**src/rtl/dst_pkg.sv**
```systemverilog
// Package: shared widths, the rule record and BCD helpers for the
// daylight-saving adjuster. Assumes all calendar fields are packed BCD.
package dst_pkg;

    localparam int MON_W   = 5;
    localparam int DATE_W  = 6;
    localparam int HOUR_W  = 6;
    localparam int MS_W    = 7;
    localparam int DOW_W   = 3;
    localparam int WEEK_W  = 3;
    localparam int BIN_W   = 8;
    localparam int DAYS_W  = 5;
    localparam int NRULES  = 2;

    localparam logic [WEEK_W-1:0] WK_FIXED = 3'd0;
    localparam logic [WEEK_W-1:0] WK_LAST  = 3'd7;

    typedef struct packed {
        logic [MON_W-1:0]  month;
        logic [WEEK_W-1:0] week;
        logic [DOW_W-1:0]  dow;
        logic [DATE_W-1:0] date;
        logic [HOUR_W-1:0] hour;
    } dst_rule_t;

    // Convert a packed BCD byte to binary.
    function automatic logic [BIN_W-1:0] bcd_to_bin(input logic [BIN_W-1:0] v);
        return BIN_W'(v[7:4]) * BIN_W'(10) + BIN_W'(v[3:0]);
    endfunction

endpackage

```
**src/rtl/dst_month_len.sv**
```systemverilog
// Module: returns the number of days in a month.
// Assumes a binary month 1..12; leap-year status is supplied from outside.
module dst_month_len
    import dst_pkg::*;
(
    input  logic [BIN_W-1:0]  month_bin,
    input  logic              leap_year,
    output logic [DAYS_W-1:0] days
);

    // Pick 28/29, 30 or 31 from the month number.
    always_comb begin
        unique case (month_bin)
            8'd2:                      days = leap_year ? 5'd29 : 5'd28;
            8'd4, 8'd6, 8'd9, 8'd11:   days = 5'd30;
            default:                   days = 5'd31;
        endcase
    end

endmodule

```
**src/rtl/dst_week_pos.sv**
```systemverilog
// Module: finds where a date falls within its month. The outputs are the
// week ordinal (date-1)/7+1 and whether the date lies in the final seven
// days. Assumes a binary date 1..31.
module dst_week_pos
    import dst_pkg::*;
(
    input  logic [BIN_W-1:0]  date_bin,
    input  logic [DAYS_W-1:0] days,
    output logic [WEEK_W-1:0] week_idx,
    output logic              in_last
);

    // Ordinal week of the month by threshold compare (no divider).
    always_comb begin
        if      (date_bin <= 8'd7)  week_idx = 3'd1;
        else if (date_bin <= 8'd14) week_idx = 3'd2;
        else if (date_bin <= 8'd21) week_idx = 3'd3;
        else if (date_bin <= 8'd28) week_idx = 3'd4;
        else                        week_idx = 3'd5;
    end

    // Last occurrence: one more week would run past the month end.
    always_comb in_last = (date_bin + 8'd7) > BIN_W'(days);

endmodule

```
**src/rtl/dst_rule_match.sv**
```systemverilog
// Module: compares one daylight-saving rule against the current calendar.
// Assumes week position and last-week flag are precomputed for today.
module dst_rule_match
    import dst_pkg::*;
(
    input  dst_rule_t         rule,
    input  logic [MON_W-1:0]  cur_month,
    input  logic [DATE_W-1:0] cur_date,
    input  logic [DOW_W-1:0]  cur_dow,
    input  logic [HOUR_W-1:0] cur_hour,
    input  logic [WEEK_W-1:0] week_idx,
    input  logic              in_last,
    output logic              hit
);

    logic mh_ok;
    logic day_ok;

    // Month and hour must match for every rule kind.
    always_comb mh_ok = (rule.month == cur_month) && (rule.hour == cur_hour);

    // Day selection: fixed date, nth weekday, last weekday; 6 never matches.
    always_comb begin
        if (rule.week == WK_FIXED)
            day_ok = (rule.date == cur_date);
        else if (rule.week == WK_LAST)
            day_ok = (rule.dow == cur_dow) && in_last;
        else if (rule.week <= 3'd5)
            day_ok = (rule.dow == cur_dow) && (rule.week == week_idx);
        else
            day_ok = 1'b0;
    end

    // Combined rule hit.
    always_comb hit = mh_ok && day_ok;

endmodule

```
**src/rtl/dst_adjust.sv**
```systemverilog
// Module: daylight-saving adjuster top. Evaluates the forward and reverse
// rules on each calendar tick at a whole hour. It issues one-cycle hour
// step commands and keeps the summer-time flag. Assumes the calendar
// applies the step itself and supplies BCD fields.
module dst_adjust
    import dst_pkg::*;
(
    input  logic              clk,
    input  logic              rst_n,
    input  logic              dst_en,
    input  logic              leap_year,
    input  logic [MON_W-1:0]  fwd_month,
    input  logic [WEEK_W-1:0] fwd_week,
    input  logic [DOW_W-1:0]  fwd_dow,
    input  logic [DATE_W-1:0] fwd_date,
    input  logic [HOUR_W-1:0] fwd_hour,
    input  logic [MON_W-1:0]  rev_month,
    input  logic [WEEK_W-1:0] rev_week,
    input  logic [DOW_W-1:0]  rev_dow,
    input  logic [DATE_W-1:0] rev_date,
    input  logic [HOUR_W-1:0] rev_hour,
    input  logic              tick,
    input  logic [MON_W-1:0]  cur_month,
    input  logic [DATE_W-1:0] cur_date,
    input  logic [DOW_W-1:0]  cur_dow,
    input  logic [HOUR_W-1:0] cur_hour,
    input  logic [MS_W-1:0]   cur_min,
    input  logic [MS_W-1:0]   cur_sec,
    output logic              hour_fwd,
    output logic              hour_back,
    output logic              dst_active
);

    localparam int RULE_FWD = 0;
    localparam int RULE_REV = NRULES - 1;

    dst_rule_t          rules [NRULES];
    logic [NRULES-1:0]  hits;
    logic [BIN_W-1:0]   month_bin;
    logic [BIN_W-1:0]   date_bin;
    logic [DAYS_W-1:0]  days;
    logic [WEEK_W-1:0]  week_idx;
    logic               in_last;
    logic               on_hour;

    // Gather rule fields into the indexed rule array.
    always_comb begin
        rules[RULE_FWD] = '{month: fwd_month, week: fwd_week, dow: fwd_dow,
                            date: fwd_date, hour: fwd_hour};
        rules[RULE_REV] = '{month: rev_month, week: rev_week, dow: rev_dow,
                            date: rev_date, hour: rev_hour};
    end

    // Binary forms of month and date for the calendar arithmetic.
    always_comb begin
        month_bin = bcd_to_bin(BIN_W'(cur_month));
        date_bin  = bcd_to_bin(BIN_W'(cur_date));
    end

    dst_month_len u_mlen (
        .month_bin (month_bin),
        .leap_year (leap_year),
        .days      (days)
    );

    dst_week_pos u_wpos (
        .date_bin (date_bin),
        .days     (days),
        .week_idx (week_idx),
        .in_last  (in_last)
    );

    for (genvar g = 0; g < NRULES; g++) begin : g_rule
        dst_rule_match u_match (
            .rule      (rules[g]),
            .cur_month (cur_month),
            .cur_date  (cur_date),
            .cur_dow   (cur_dow),
            .cur_hour  (cur_hour),
            .week_idx  (week_idx),
            .in_last   (in_last),
            .hit       (hits[g])
        );
    end

    // Evaluation window: a tick landing on minute 00, second 00.
    always_comb on_hour = tick && (cur_min == '0) && (cur_sec == '0);

    // Command pulses and summer-time flag.
    always_ff @(posedge clk) begin
        if (!rst_n) begin
            hour_fwd   <= 1'b0;
            hour_back  <= 1'b0;
            dst_active <= 1'b0;
        end else begin
            hour_fwd  <= 1'b0;
            hour_back <= 1'b0;
            if (!dst_en) begin
                dst_active <= 1'b0;
            end else if (on_hour) begin
                if (hits[RULE_FWD] && !dst_active) begin
                    hour_fwd   <= 1'b1;
                    dst_active <= 1'b1;
                end else if (hits[RULE_REV] && dst_active) begin
                    hour_back  <= 1'b1;
                    dst_active <= 1'b0;
                end
            end
        end
    end

endmodule

```
**config.mk**
```make
export PLATFORM = sky130hd
export DESIGN_NAME = dst_adjust
export DESIGN_NICKNAME = d
export VERILOG_FILES = /design/src/rtl/dst_pkg.sv /design/src/rtl/dst_month_len.sv /design/src/rtl/dst_week_pos.sv /design/src/rtl/dst_rule_match.sv /design/src/rtl/dst_adjust.sv
export SDC_FILE = /design/constraint.sdc
export NUM_CORES = 1
export LEC_CHECK = 0
export ABC_AREA = 1
export BUFFER_PORTS_ARGS = -buffer_cell sky130_fd_sc_hd__buf_4
export CAP_MARGIN = 0
export CORE_MARGIN = 10
export CORE_UTILIZATION = 48
export CTS_BUF_LIST = sky130_fd_sc_hd__clkbuf_2
export CTS_CLUSTER_SIZE = 12
export DETAILED_ROUTE_END_ITERATION = 10
export PLACE_DENSITY = 0.89
export SLEW_MARGIN = 10
export SYNTH_ARGS = -nofsm -noshare
export SYNTH_HDL_FRONTEND = slang
export SYNTH_SLANG_ARGS = --single-unit
```
**constraint.sdc**
```tcl
create_clock -name clk -period 5.9 [get_ports clk]
set_clock_uncertainty 0.05 [all_clocks]
set_input_delay 1.18 -clock clk [delete_from_list [all_inputs] [get_ports clk]]
set_output_delay 1.18 -clock clk [all_outputs]
set_load 0.01 [all_outputs]
```
Word-level counts from Yosys, hierarchy flattened. Cells that the tools add are included. Widths: inputs -> output; s select.

Register bits: 3. Input port bits: 85. Output and inout bits: 3. Logic and storage cells: 74.

Add/sub/neg operators: 3. Multipliers: 2. Magnitude comparators: 7. Equality and inequality tests: 17. Mux-type cells: 16. Bitwise operators: 3. Reductions and logical operators: 23.

Operators with widths (count): $eq 6x6->1 (4); $le 7x5->1 const B (2); $logic_not 7->1 (2); $eq 3x3->1 (4); $eq 6x3->1 const B (2); $eq 6x4->1 const B (2); $logic_and 1x1->1 (12); $mux 1 (12); $eq 5x5->1 (2); $pmux 5 s2 (1); $mux 3 (3); $add 7x3->8 const B (1); $gt 8x5->1 (1); $reduce_or 4->1 (2); $add 6x4->7 (1); $le 7x3->1 const B (1); $le 7x4->1 const B (1); $add 5x4->6 (1); $eq 3x3->1 const B (2); $eq 6x2->1 const B (1); $le 3x3->1 const B (2); $logic_not 3->1 (2); $mul 2x3->5 const B (1); $mul 1x3->4 const B (1); other kinds (5) (8).

Logic depth before layout (Yosys ltp). Gate-level depths: netlist of run 1.

Depth in word-level cells: 16. Gate-level depth with buffers: 20. Depth with buffers taken out: 20.

Cells and area by module. Synthesis of run 1 repeated with hierarchy kept, for this count alone.

Cells, all modules: 369. Area total of the unflattened synthesis: 1729.2 µm².

Modules (own cells, without submodules): dst_rule_match (times used 2, cells each 111, area an instance 452.9 µm²); dst_week_pos (times used 1, cells each 75, area an instance 385.4 µm²); dst_adjust (times used 1, cells each 48, area an instance 324.1 µm²); dst_month_len (times used 1, cells each 24, area an instance 113.9 µm²).

Worst setup path before layout of run 1. OpenSTA, ideal clock, no wires.

Kind: input-to-reg. Start point: input cur_month[1]. End point: register dst_active. Library setup time: 0.113 ns. Arrival: 3.114 ns. Data required time: 5.737 ns. Setup slack: 2.623 ns. Stages: 19. Buffers on the path: 0. Path through: ha_1 > ha_1 > xnor2_1 > nand2_1 > o41ai_1 > inv_1 > ha_1 > nand2_1 > nand3_1 > nor2_1 > o21ai_1 > nand2_1 > nand3_1 > nand2_1 > inv_2 > nand2_1 > nand2_1 > nand2_1 > nand2_1.

Cells in the longest elaborated chain, start to end: 12. Elaborated cells between the ends (all ways): 26. Those cells by class: 1 x add/sub; 1 x order compare; 7 x eq/ne; 6 x mux; 11 x reduce/logical.

RTL lines: start, declared (line dst_adjust.sv:23) `input logic [MON_W-1:0] cur_month,`; $add 5x4->6 (line dst_pkg.sv:28) `return BIN_W'(v[7:4]) * BIN_W'(10) + BIN_W'(v[3:0]);`; $eq 6x3->1 / $eq 6x4->1 (equally long branches) (line dst_month_len.sv:13) `unique case (month_bin)`; $reduce_or 4->1 (line dst_month_len.sv:13); $pmux 5 s2 (line dst_month_len.sv:13); $gt 8x5->1 (line dst_week_pos.sv:23) `always_comb in_last = (date_bin + 8'd7) > BIN_W'(days);`; $logic_and 1x1->1 (line dst_rule_match.sv:27) `day_ok = (rule.dow == cur_dow) && in_last;`; $mux 1 (line dst_rule_match.sv:26) `else if (rule.week == WK_LAST)`; $mux 1 (line dst_rule_match.sv:24) `if (rule.week == WK_FIXED)`; $logic_and 1x1->1 (line dst_rule_match.sv:35) `always_comb hit = mh_ok && day_ok;`; $logic_and 1x1->1, on equally long branches (line dst_adjust.sv:101, dst_adjust.sv:104); $reduce_bool 2->1 (no source line); $reduce_and 2->1 (no source line); end signal, assigned (line dst_adjust.sv:99) `dst_active <= 1'b0;`; end signal, assigned (line dst_adjust.sv:103) `dst_active <= 1'b1;`; end signal, assigned (line dst_adjust.sv:106) `dst_active <= 1'b0;`; end, declared (line dst_adjust.sv:31) `output logic dst_active`.

Parallel ways exist; a longest one is shown, timed or not. A chain may end at the register's enable or synchronous reset.

Worst setup path after layout of run 1. Same ends and word-level chain as after synthesis.

==> flow_summary_export.csv, run 1 <==
group,metric,value,unit
power,worst_ir_drop_vdd,0.0721,mV
clock_network,cts_resized,0,
worst_setup_path,worstPathRequired,5.95,ns
synthesis,synthMuxAreaShare,0,
sta,setup-tns-final,0,ns
synthesis,synth_fa_ha_area_frac,0.125,
synthesis,syn_nets,319,
power,finalPower,0.000216,W
grt,grt_max_degree,9,
drt,wl_met3,330,µm
sta,rsz0062_at_grt,"no",
die,core,2730,µm²
drt,drc,0,
power,p_sw_frac,0.439,
hold_path,hp-class,"flip-flop to flip-flop",
drt,met2WireLength,2.50,mm
synthesis,syn-cell-area,1360,µm²
place,pre_cts_ws,2.29,ns
die,dieHeight,73.2,µm
die,row_count,19,
drt,top_layer,"met4",
place,dp.cells,337,
sta,setup_viol,0,
die,die_w,73.2,µm
worst_setup_path,crit_path_max_fanout,3,
clock_network,clock_latency,0.21,ns
grt,grt_usage,0.163,
clock_network,cts.path.max_buffers,2,
drt,dr.pass1.iters,4,
clock_network,cts_buffers,3,
finish,fillers,231,
drt,wl_per_cell,13.7,µm
sta,slew_headroom,0.765,
sta,fin_crit,3.42,ns
power,power.density,105,nW/µm²
synthesis,synth_area_leaders,"nand2_1 (14%), xnor2_1 (13%), ha_1 (11%)",
worst_setup_path,end_kind,"flip-flop",
sta,final_hold_viol_count,0,
grt,grt_pass1_vias,1769,
synthesis,synth.most_common_cell,"nand2_1",
drt,wirelength,4.66,mm
synthesis,synth_top_family_by_area,"simple AND/OR/NAND/NOR gates",
clock_network,cts.sinks,3,
synthesis,synth_compound_area_frac,0.110,
clock_network,clkTransAtPathRegs,0.05,ns
synthesis,synth_largest_area_cell,"nand2_1",
drt,via_count,1735,
grt,grt_pass1_wl,7.42,mm
power,power_switching,0.0000949,W
synthesis,synth_xor_area_frac,0.206,
clock_network,htreeDepth,1,
drt,viasPerCell,5.09,
sta,worst_slack,2.48,ns
finish,fin_cells,341,
place,place_congestion,0.891,
drt,met1Wirelength,1.77,mm
power,clkPwrFrac,0.142,
sta,fmax,293,MHz
clock_network,hold_buffers,0,
sta,tightest_slew,0.350,ns
sta,report.final.slew_viol_count,0,
worst_setup_path,worst_ep_arrival_time,3.47,ns
clock_network,cts_tree,"built",
die,die-area,5360,µm²
finish,drive_above_1_share,0.345,
power,p_leak,1.08,nW
finish,fin_nets,409,
synthesis,ys.warnings.count,0,
grt,grt-ovfl-total,0,
finish,n_antenna_cell,0,
clock_network,clockRootBuffer,"clkbuf_2",
die,initial_core_util,0.497,
sta,period_share,0.579,
finish,area_growth,51.1,%
power,p_int,0.000121,W
synthesis,yosysSeqAreaShare,0.0442,
grt,antenna_found_initial,0,
synthesis,synth_top_area_frac,0.135,
synthesis,synth_cells,221,
power,combPwrFrac,0.764,
worst_setup_path,path_class,"input pin to flip-flop",
drt,postRouteAntennaNets,0,
synthesis,syn_avg_cell_area,6.15,µm²
synthesis,synth_edf_count,0,
synthesis,synth_simple_gate_area_share,0.425,
synthesis,synth_flop_cell,"dfxtp_1",
synthesis,synthDistinctLibCells,34,
power,p_seq_frac,0.094,
place,port_buffers,87,
status,run_status,"complete, no violations",
clock_network,cts_setup_buffers,0,
synthesis,ys_top_cells_by_count,"nand2_1 (49), inv_1 (24), nand3_1 (22)",
place,hpwl,4.19,mm
synthesis,ys_async_sr_fraction,0,
drt,drt_iter0_drc,89,
job,cap_violations,0,
synthesis,synth_seq_cells,3,
worst_setup_path,worstSetupStartpointType,"input pin",
die,io_pins,88,
-- worst max-delay path, cell delays in order --
cell     delay [ns]
buf_4          0.13
ha_1           0.21
ha_1           0.20
xnor2_1        0.18
nand2_1        0.11
o41ai_1        0.33
inv_1          0.08
ha_1           0.27
nand2_1        0.06
nand3_1        0.07
nor2_1         0.10
o21ai_1        0.08
nand2_1        0.08
nand3_1        0.07
nand2_1        0.07
inv_2          0.03
nand2_1        0.05
nand2_1        0.06
nand2_1        0.06
nand2_1        0.04
-- logic make-up (layout without fill, tap and decap cells) --
family / after synthesis / in the layout
adder cells (fa/ha/maj): 13 / 13
flip-flops: 3 / 3
XOR/XNOR: 32 / 32
buffers and inverters: 30 / 119
AND/OR/NAND/NOR: 121 / 121
AO/OA/AOI/OAI: 22 / 22
-- power groups by stage --
stage / combinational (W) / sequential [W] / clock (W)
after global placement: 0.000159 / 0.0000207 / 0
after floorplan: 0.0000969 / 0.0000207 / 0
final: 0.000165 / 0.0000203 / 0.0000307
after CTS: 0.000165 / 0.0000203 / 0.0000299
after detailed placement: 0.000164 / 0.0000207 / 0
after global routing: 0.000185 / 0.0000203 / 0.0000310
-- layout make-up --
type | instances | area, µm² | area share
clock buffers | 4 | 20.0 | 0.00974
inverters | 28 | 105 | 0.0511
multi-input cells | 188 | 1180 | 0.573
flip-flops and latches | 3 | 60.1 | 0.0292
well taps | 31 | 38.8 | 0.0189
repair buffers | 87 | 653 | 0.318
-- cells in the final DEF (no fill, tap or decap), drive strengths merged --
master / synthesis / final
a31o: 1 / 1
inv: 28 / 28
buf: 2 / 87
fa: 1 / 1
o21bai: 1 / 1
nor4: 4 / 4
xnor2: 20 / 20
nand3b: 5 / 5
xor2: 12 / 12
o221ai: 1 / 1
o211ai: 2 / 2
nand3: 25 / 25
nor3: 7 / 7
nor2: 20 / 20
a22o: 1 / 1
o21ai: 4 / 4
clkbuf: 0 / 4
o22ai: 2 / 2
nand4: 5 / 5
o2111ai: 1 / 1
o41ai: 1 / 1
a21oi: 7 / 7
nand2: 55 / 55
dfxtp: 3 / 3
a21boi: 1 / 1
ha: 12 / 12
-- through the flow --
step                       util  area [µm²]  hold slack (ns)
after floorplan               -        1360            0.495
after global placement    0.745        2040            0.490
after detailed placement  0.745        2040            0.494
after CTS                 0.752        2060            0.524
after global routing      0.752        2060            0.583
final                     0.752        2060            0.527
-- sequential cells by signal, indices dropped and copies added (netlist names) --
| name | cells |
|---|---|
| hour_fwd | 1 |
| hour_back | 1 |
| dst_active | 1 |
-- path summary, 6_finish.rpt --
check	start	to	slack (ns)	cells after the start
worst min-delay path	dst_active	hour_back	0.53	4
worst max register to register	dst_active	dst_active	4.57	7
worst max-delay path	cur_month[1]	dst_active	2.48	20
worst min register to register	dst_active	hour_back	0.53	4
-- per-layer routing --
| metal | vias to the layer above | track usage |
|---|---|---|
| li1 | 911 | - |
| met1 | 766 | 0.172 |
| met2 | 51 | 0.311 |
| met3 | 7 | 0.0395 |
| met4 | 0 | 0.0401 |
| met5 | - | 0 |
Power figures use the tool's default switching activity.
==> run 2: changes to the inputs <==
--- a/config.mk
+++ b/config.mk
@@ -9,11 +9,11 @@
 export BUFFER_PORTS_ARGS = -buffer_cell sky130_fd_sc_hd__buf_4
 export CAP_MARGIN = 0
 export CORE_MARGIN = 10
-export CORE_UTILIZATION = 48
+export CORE_UTILIZATION = 44
 export CTS_BUF_LIST = sky130_fd_sc_hd__clkbuf_2
 export CTS_CLUSTER_SIZE = 12
 export DETAILED_ROUTE_END_ITERATION = 10
-export PLACE_DENSITY = 0.89
+export PLACE_DENSITY = 0.83
 export SLEW_MARGIN = 10
 export SYNTH_ARGS = -nofsm -noshare
 export SYNTH_HDL_FRONTEND = slang
==> constraint.sdc (replaced) <==
create_clock -name clk -period 3.6 [get_ports clk]
set_clock_uncertainty 0.05 [all_clocks]
set_input_delay 0.72 -clock clk [delete_from_list [all_inputs] [get_ports clk]]
set_output_delay 0.72 -clock clk [all_outputs]
set_load 0.01 [all_outputs]
==> run 2 against run 1 <==
Compared with the run above: wire length is 4.1% lower; core utilization is 6.7 points lower; die area is 6.6% higher; via count is 1.9% lower; sequential power is 64% higher; sequential cell count stayed put; worst hold slack worse by 0.0082 ns; non-clock buffer count stayed put; register-to-register slack worse by 2.2 ns; final cell count is 0.59% higher; critical endpoint unchanged.
==> flow_summary_export.csv, run 2 (same netlist as run 1, synthesis figures left out) <==
group,metric,value,unit
power,finalPower,0.000349,W
place,port_buffers,87,
worst_setup_path,worstPathBufferInverterCount,3,
drt,wl_met3,378,µm
finish,layout_common_cells,"buf_4 (87), nand2_1 (49), inv_1 (24)",
finish,fin_nets,409,
die,dieHeight,75.6,µm
drt,drt_iter0_drc,58,
clock_network,cts_buffers,3,
sta,holdWs,0.519,ns
drt,met2WireLength,2.28,mm
clock_network,cts.sinks,3,
worst_setup_path,worstPathCellList,"buf_4 > ha_1 > ha_1 > xnor2_1 > nand2_1 > o41ai_1 > inv_1 > ha_1 > o21bai_1 > nand3_1 > nor2_1 > o21ai_1 > nand2_1 > nand3_1 > nand2_1 > inv_2 > nand2_1 > nand2_1 > nand2_1 > nand2_1",
clock_network,cts_tree,"built",
worst_setup_path,cp-startpoint,"cur_month[1]",
drt,dr.pass1.iters,4,
die,initial_core_util,0.453,
worst_setup_path,end_kind,"flip-flop",
worst_setup_path,rrSetupSlack,2.34,ns
worst_setup_path,crit_path_max_fanout,3,
finish,design_area,2060,µm²
sta,rsz0062_at_grt,"no",
drt,wl_per_cell,13.0,µm
die,die_w,75.6,µm
sta,fmax,344,MHz
worst_setup_path,reg2regPathDepth,7,
grt,grt_pass1_wl,7.25,mm
clock_network,htreeDepth,1,
power,power.density,170,nW/µm²
finish,n_antenna_cell,0,
clock_network,clock_latency,0.21,ns
drt,postRouteAntennaNets,0,
die,core,3000,µm²
grt,grt-ovfl-total,0,
sta,tightest_slew,0.310,ns
hold_path,hold_path_end,"hour_back",
die,io_pins,88,
sta,setup_viol,0,
job,cap_violations,0,
worst_setup_path,cp_slowest_cell,"o41ai_1",
finish,area_growth,51.3,%
die,die-area,5710,µm²
drt,drc,0,
sta,report.final.slew_viol_count,0,
worst_setup_path,slowest_delay,0.32,ns
clock_network,cts.path.max_buffers,2,
clock_network,clockRootBuffer,"clkbuf_2",
clock_network,cts_setup_buffers,0,
worst_setup_path,worstPathRequired,3.65,ns
sta,slew_headroom,0.793,
grt,grt_pass1_vias,1742,
finish,reg_top3,"dst_active: 1 flops, hour_back: 1 flops, hour_fwd: 1 flops",
worst_setup_path,crit_top_cell,"nand2_1",
clock_network,cts_resized,0,
place,placed_area,2040,µm²
grt,antenna_found_initial,0,
worst_setup_path,worstSetupStartpointType,"input pin",
power,p_leak,1.08,nW
grt,grt_max_degree,9,
die,row_count,20,
drt,via_count,1702,
finish,drive_above_1_share,0.345,
worst_setup_path,crit_family,"simple AND/OR/NAND/NOR gates",
hold_path,hold_path_depth,4,
sta,setup-tns-final,0,ns
worst_setup_path,r2r_start,"dst_active",
clock_network,hold_buffers,0,
drt,met1Wirelength,1.74,mm
grt,grt_usage,0.157,
place,hpwl,4.08,mm
drt,top_layer,"met4",
hold_path,hp-class,"flip-flop to flip-flop",
drt,wirelength,4.47,mm
power,worst_ir_drop_vdd,0.0670,mV
status,run_status,"complete, no violations",
drt,viasPerCell,4.96,
clock_network,clkTransAtPathRegs,0.05,ns
worst_setup_path,worst_ep_arrival_time,2.96,ns
worst_setup_path,r2r-end,"dst_active",
sta,fin_crit,2.91,ns
worst_setup_path,path_class,"input pin to flip-flop",
finish,final_common_cell,"buf_4",
hold_path,min_from,"dst_active",
sta,final_hold_viol_count,0,
sta,period_share,0.808,
place,place_congestion,0.868,
run 2: cell counts in the layout (fill, tap and decap cells not counted):
Identical to the previous run, type by type.
run 2: layer usage:
layer | vias to the layer above | global-route usage
li1 | 916 | -
met1 | 726 | 0.167
met2 | 54 | 0.280
met3 | 6 | 0.0521
met4 | 0 | 0.0577
met5 | - | 0
run 2: how the worst max path moves through the flow:
stage,cells past startpoint,to
finish,20,dst_active
global route,20,dst_active
CTS,20,dst_active
detailed placement,20,dst_active
global placement,20,dst_active
floorplan,19,dst_active
run 2: cell type report:
cell class / count / area (µm²)
sequential: 3 / 60.1
clock buffer: 4 / 20.0
multi-input combinational: 188 / 1180
timing repair buffer: 87 / 653
fill: 288 / 945
inverter: 28 / 105
tap: 33 / 41.3
run 2: where the power goes:
| group | internal (W) | leakage (nW) | switching (W) |
|---|---|---|---|
| logic | 0.000136 | 1.04 | 0.000132 |
| clock network | 0.0000293 | 0.0166 | 0.0000194 |
| registers | 0.0000333 | 0.0241 | 0.0000000000000842 |
run 2: metrics by stage:
step / util / worst slack (ns) / instances
2_1_floorplan: - / 0.783 / 221
3_3_place_gp: 0.679 / 0.531 / 339
3_5_place_dp: 0.679 / 0.489 / 339
4_1_cts: 0.685 / 0.691 / 343
5_1_grt: 0.685 / 0.401 / 343
6_report: 0.685 / 0.692 / 343
run 2: tightest hold or removal path, cell delays in order, from the launching register on:
cell	delay, ns
dfxtp_1	0.33
inv_1	0.06
nor2_1	0.05
inv_1	0.05
nor2_1	0.03
==> run 3: changes to the inputs <==
--- a/config.mk
+++ b/config.mk
@@ -9,11 +9,11 @@
 export BUFFER_PORTS_ARGS = -buffer_cell sky130_fd_sc_hd__buf_4
 export CAP_MARGIN = 0
 export CORE_MARGIN = 10
-export CORE_UTILIZATION = 44
+export CORE_UTILIZATION = 40
 export CTS_BUF_LIST = sky130_fd_sc_hd__clkbuf_2
 export CTS_CLUSTER_SIZE = 12
 export DETAILED_ROUTE_END_ITERATION = 10
-export PLACE_DENSITY = 0.83
+export PLACE_DENSITY = 0.79
 export SLEW_MARGIN = 10
 export SYNTH_ARGS = -nofsm -noshare
 export SYNTH_HDL_FRONTEND = slang
==> constraint.sdc (replaced) <==
create_clock -name clk -period 2.4 [get_ports clk]
set_clock_uncertainty 0.05 [all_clocks]
set_input_delay 0.48 -clock clk [delete_from_list [all_inputs] [get_ports clk]]
set_output_delay 0.48 -clock clk [all_outputs]
set_load 0.01 [all_outputs]
==> run 3 against run 2 <==
Compared with the run above: the flow now finishes with violations (setup timing); die area up 7.3%; global-route usage down 0.76 points; setup slack worse by 0.81 ns; register-to-register slack worse by 1.2 ns; core utilization down 0.25 points; total power up 64%; critical path type unchanged; largest power group unchanged; highest routed layer unchanged.
==> flow_summary_export.csv, run 3 (same netlist as run 1, synthesis figures left out) <==
group,metric,value,unit
status,run_status,"finished with violations",
status,violations,"setup timing",
sta,setup_viol,3,
die,initial_core_util,0.411,
die,dieHeight,78.3,µm
clock_network,cts_buffers,3,
clock_network,hold_buffers,0,
worst_setup_path,reg2regPathDepth,7,
drt,via_count,1785,
grt,grt-ovfl-total,0,
die,io_pins,88,
finish,reg_top3,"dst_active: 1 flops, hour_back: 1 flops, hour_fwd: 1 flops",
sta,report.final.slew_viol_count,0,
place,pre_cts_ws,-0.412,ns
clock_network,cts.path.max_buffers,2,
die,die_w,78.3,µm
clock_network,clockRootBuffer,"clkbuf_2",
die,core,3310,µm²
sta,fmax,397,MHz
finish,final_common_cell,"buf_4",
finish,drive_above_1_share,0.404,
hold_path,hold_path_depth,4,
worst_setup_path,worstSetupStartpointType,"input pin",
power,power.density,253,nW/µm²
job,cap_violations,0,
worst_setup_path,worstPathRequired,2.45,ns
drt,dr.pass1.iters,5,
place,placed_area,2200,µm²
finish,fillers,312,
sta,tightest_slew,0.367,ns
power,worst_ir_drop_vdd,0.101,mV
drt,wl_per_cell,12.9,µm
clock_network,htreeDepth,1,
die,die-area,6130,µm²
grt,grt_max_degree,8,
grt,grt_pass1_wl,7.88,mm
sta,worst_slack,-0.116,ns
power,p_leak,1.16,nW
place,dp.cells,365,
sta,rsz0062_at_grt,"yes",
finish,fin_nets,423,
power,finalPower,0.000573,W
sta,holdWs,0.505,ns
drt,drc,0,
drt,wirelength,4.77,mm
grt,antenna_found_initial,0,
drt,postRouteAntennaNets,0,
finish,area_growth,66.2,%
worst_setup_path,crit_top_cell,"nand2_1",
place,place_congestion,0.837,
sta,fin_crit,2.52,ns
finish,layout_common_cells,"buf_4 (99), nand2_1 (47), inv_1 (24)",
sta,slew_headroom,0.753,
finish,design_area,2260,µm²
clock_network,clkTransAtPathRegs,0.05,ns
clock_network,cts.sinks,3,
die,row_count,21,
place,port_buffers,87,
worst_setup_path,rrSetupSlack,1.10,ns
drt,viasPerCell,4.82,
worst_setup_path,slowest_delay,0.27,ns
finish,fin_cells,370,
worst_setup_path,crit_path_max_fanout,3,
worst_setup_path,end_kind,"flip-flop",
sta,period_share,1.05,
finish,n_antenna_cell,0,
clock_network,clock_latency,0.21,ns
place,hpwl,4.31,mm
clock_network,cts_tree,"built",
sta,final_hold_viol_count,0,
grt,grt_pass1_vias,1871,
drt,drt_iter0_drc,101,
worst_setup_path,path_class,"input pin to flip-flop",
hold_path,hp-class,"flip-flop to flip-flop",
worst_setup_path,cp_slowest_cell,"ha_2",
worst_setup_path,worstPathCellList,"buf_8 > ha_4 > ha_4 > xnor2_2 > nand2_2 > buf_4 > o211ai_1 > o41ai_2 > inv_1 > ha_2 > nand2_2 > nand3_2 > nor2_1 > o21ai_1 > nand2_1 > nand3_1 > nand2_1 > inv_2 > nand2_1 > nand2_1 > nand2_1 > nand2_1",
worst_setup_path,worst_ep_arrival_time,2.57,ns
grt,grt_usage,0.149,
[run 3: cell types whose count changed in the layout (fill, tap and decap cells not counted), moves of 2 or more]
cell	delta
buf_4	+12
nand2_1	-2
nand3_1	-2
ha_4	+3
ha_1	-4
nand2_2	+2
nand3_2	+2
[run 3: worst paths after layout]
| check | from | end |
|---|---|---|
| max | cur_month[4] | dst_active |
| min | dst_active | hour_back |
| max reg2reg | dst_active | dst_active |
| min reg2reg | dst_active | hour_back |
[run 3: through the flow]
step	utilization	setup TNS, ns
finish	0.683	-0.192
detailed placement	0.666	-1.09
floorplan	-	-0.150
CTS	0.679	-0.157
global placement	0.666	-0.811
global route	0.683	-0.838
[run 3: layer usage]
layer / global-route usage / wire (µm)
met5: 0 / 0
met4: 0.0287 / 12
met3: 0.0182 / 148
met2: 0.303 / 2700
met1: 0.157 / 1910
[run 3: critical path, delay by kind of cell]
family | cells | cell delay (ns)
simple gates | 11 | 0.77
fa+ha+maj | 3 | 0.58
buf+inv | 4 | 0.35
compound gates | 3 | 0.26
xor+xnor | 1 | 0.15
[run 3: what timing repair did]
item,CTS,global route
pin swaps,11,1
gates resized for setup,4,4
buffers inserted,1,0
setup endpoints to repair,3,3
[run 3: where the power goes]
part / internal, W / switching (W) / leakage (nW)
logic: 0.000236 / 0.000212 / 1.12
clock network: 0.0000440 / 0.0000304 / 0.0166
registers: 0.0000500 / 0.000000000000117 / 0.0241
total: 0.000330 / 0.000243 / 1.16
[run 3: cell type report]
| class | instances | area, µm² | share of cell area |
|---|---|---|---|
| Multi-Input combinational cell | 188 | 1250 | 0.552 |
| Sequential cell | 3 | 60.1 | 0.0266 |
| Inverter | 28 | 105 | 0.0465 |
| Tap cell | 46 | 57.6 | 0.0255 |
| Clock buffer | 4 | 20.0 | 0.00885 |
| Timing Repair Buffer | 101 | 769 | 0.340 |
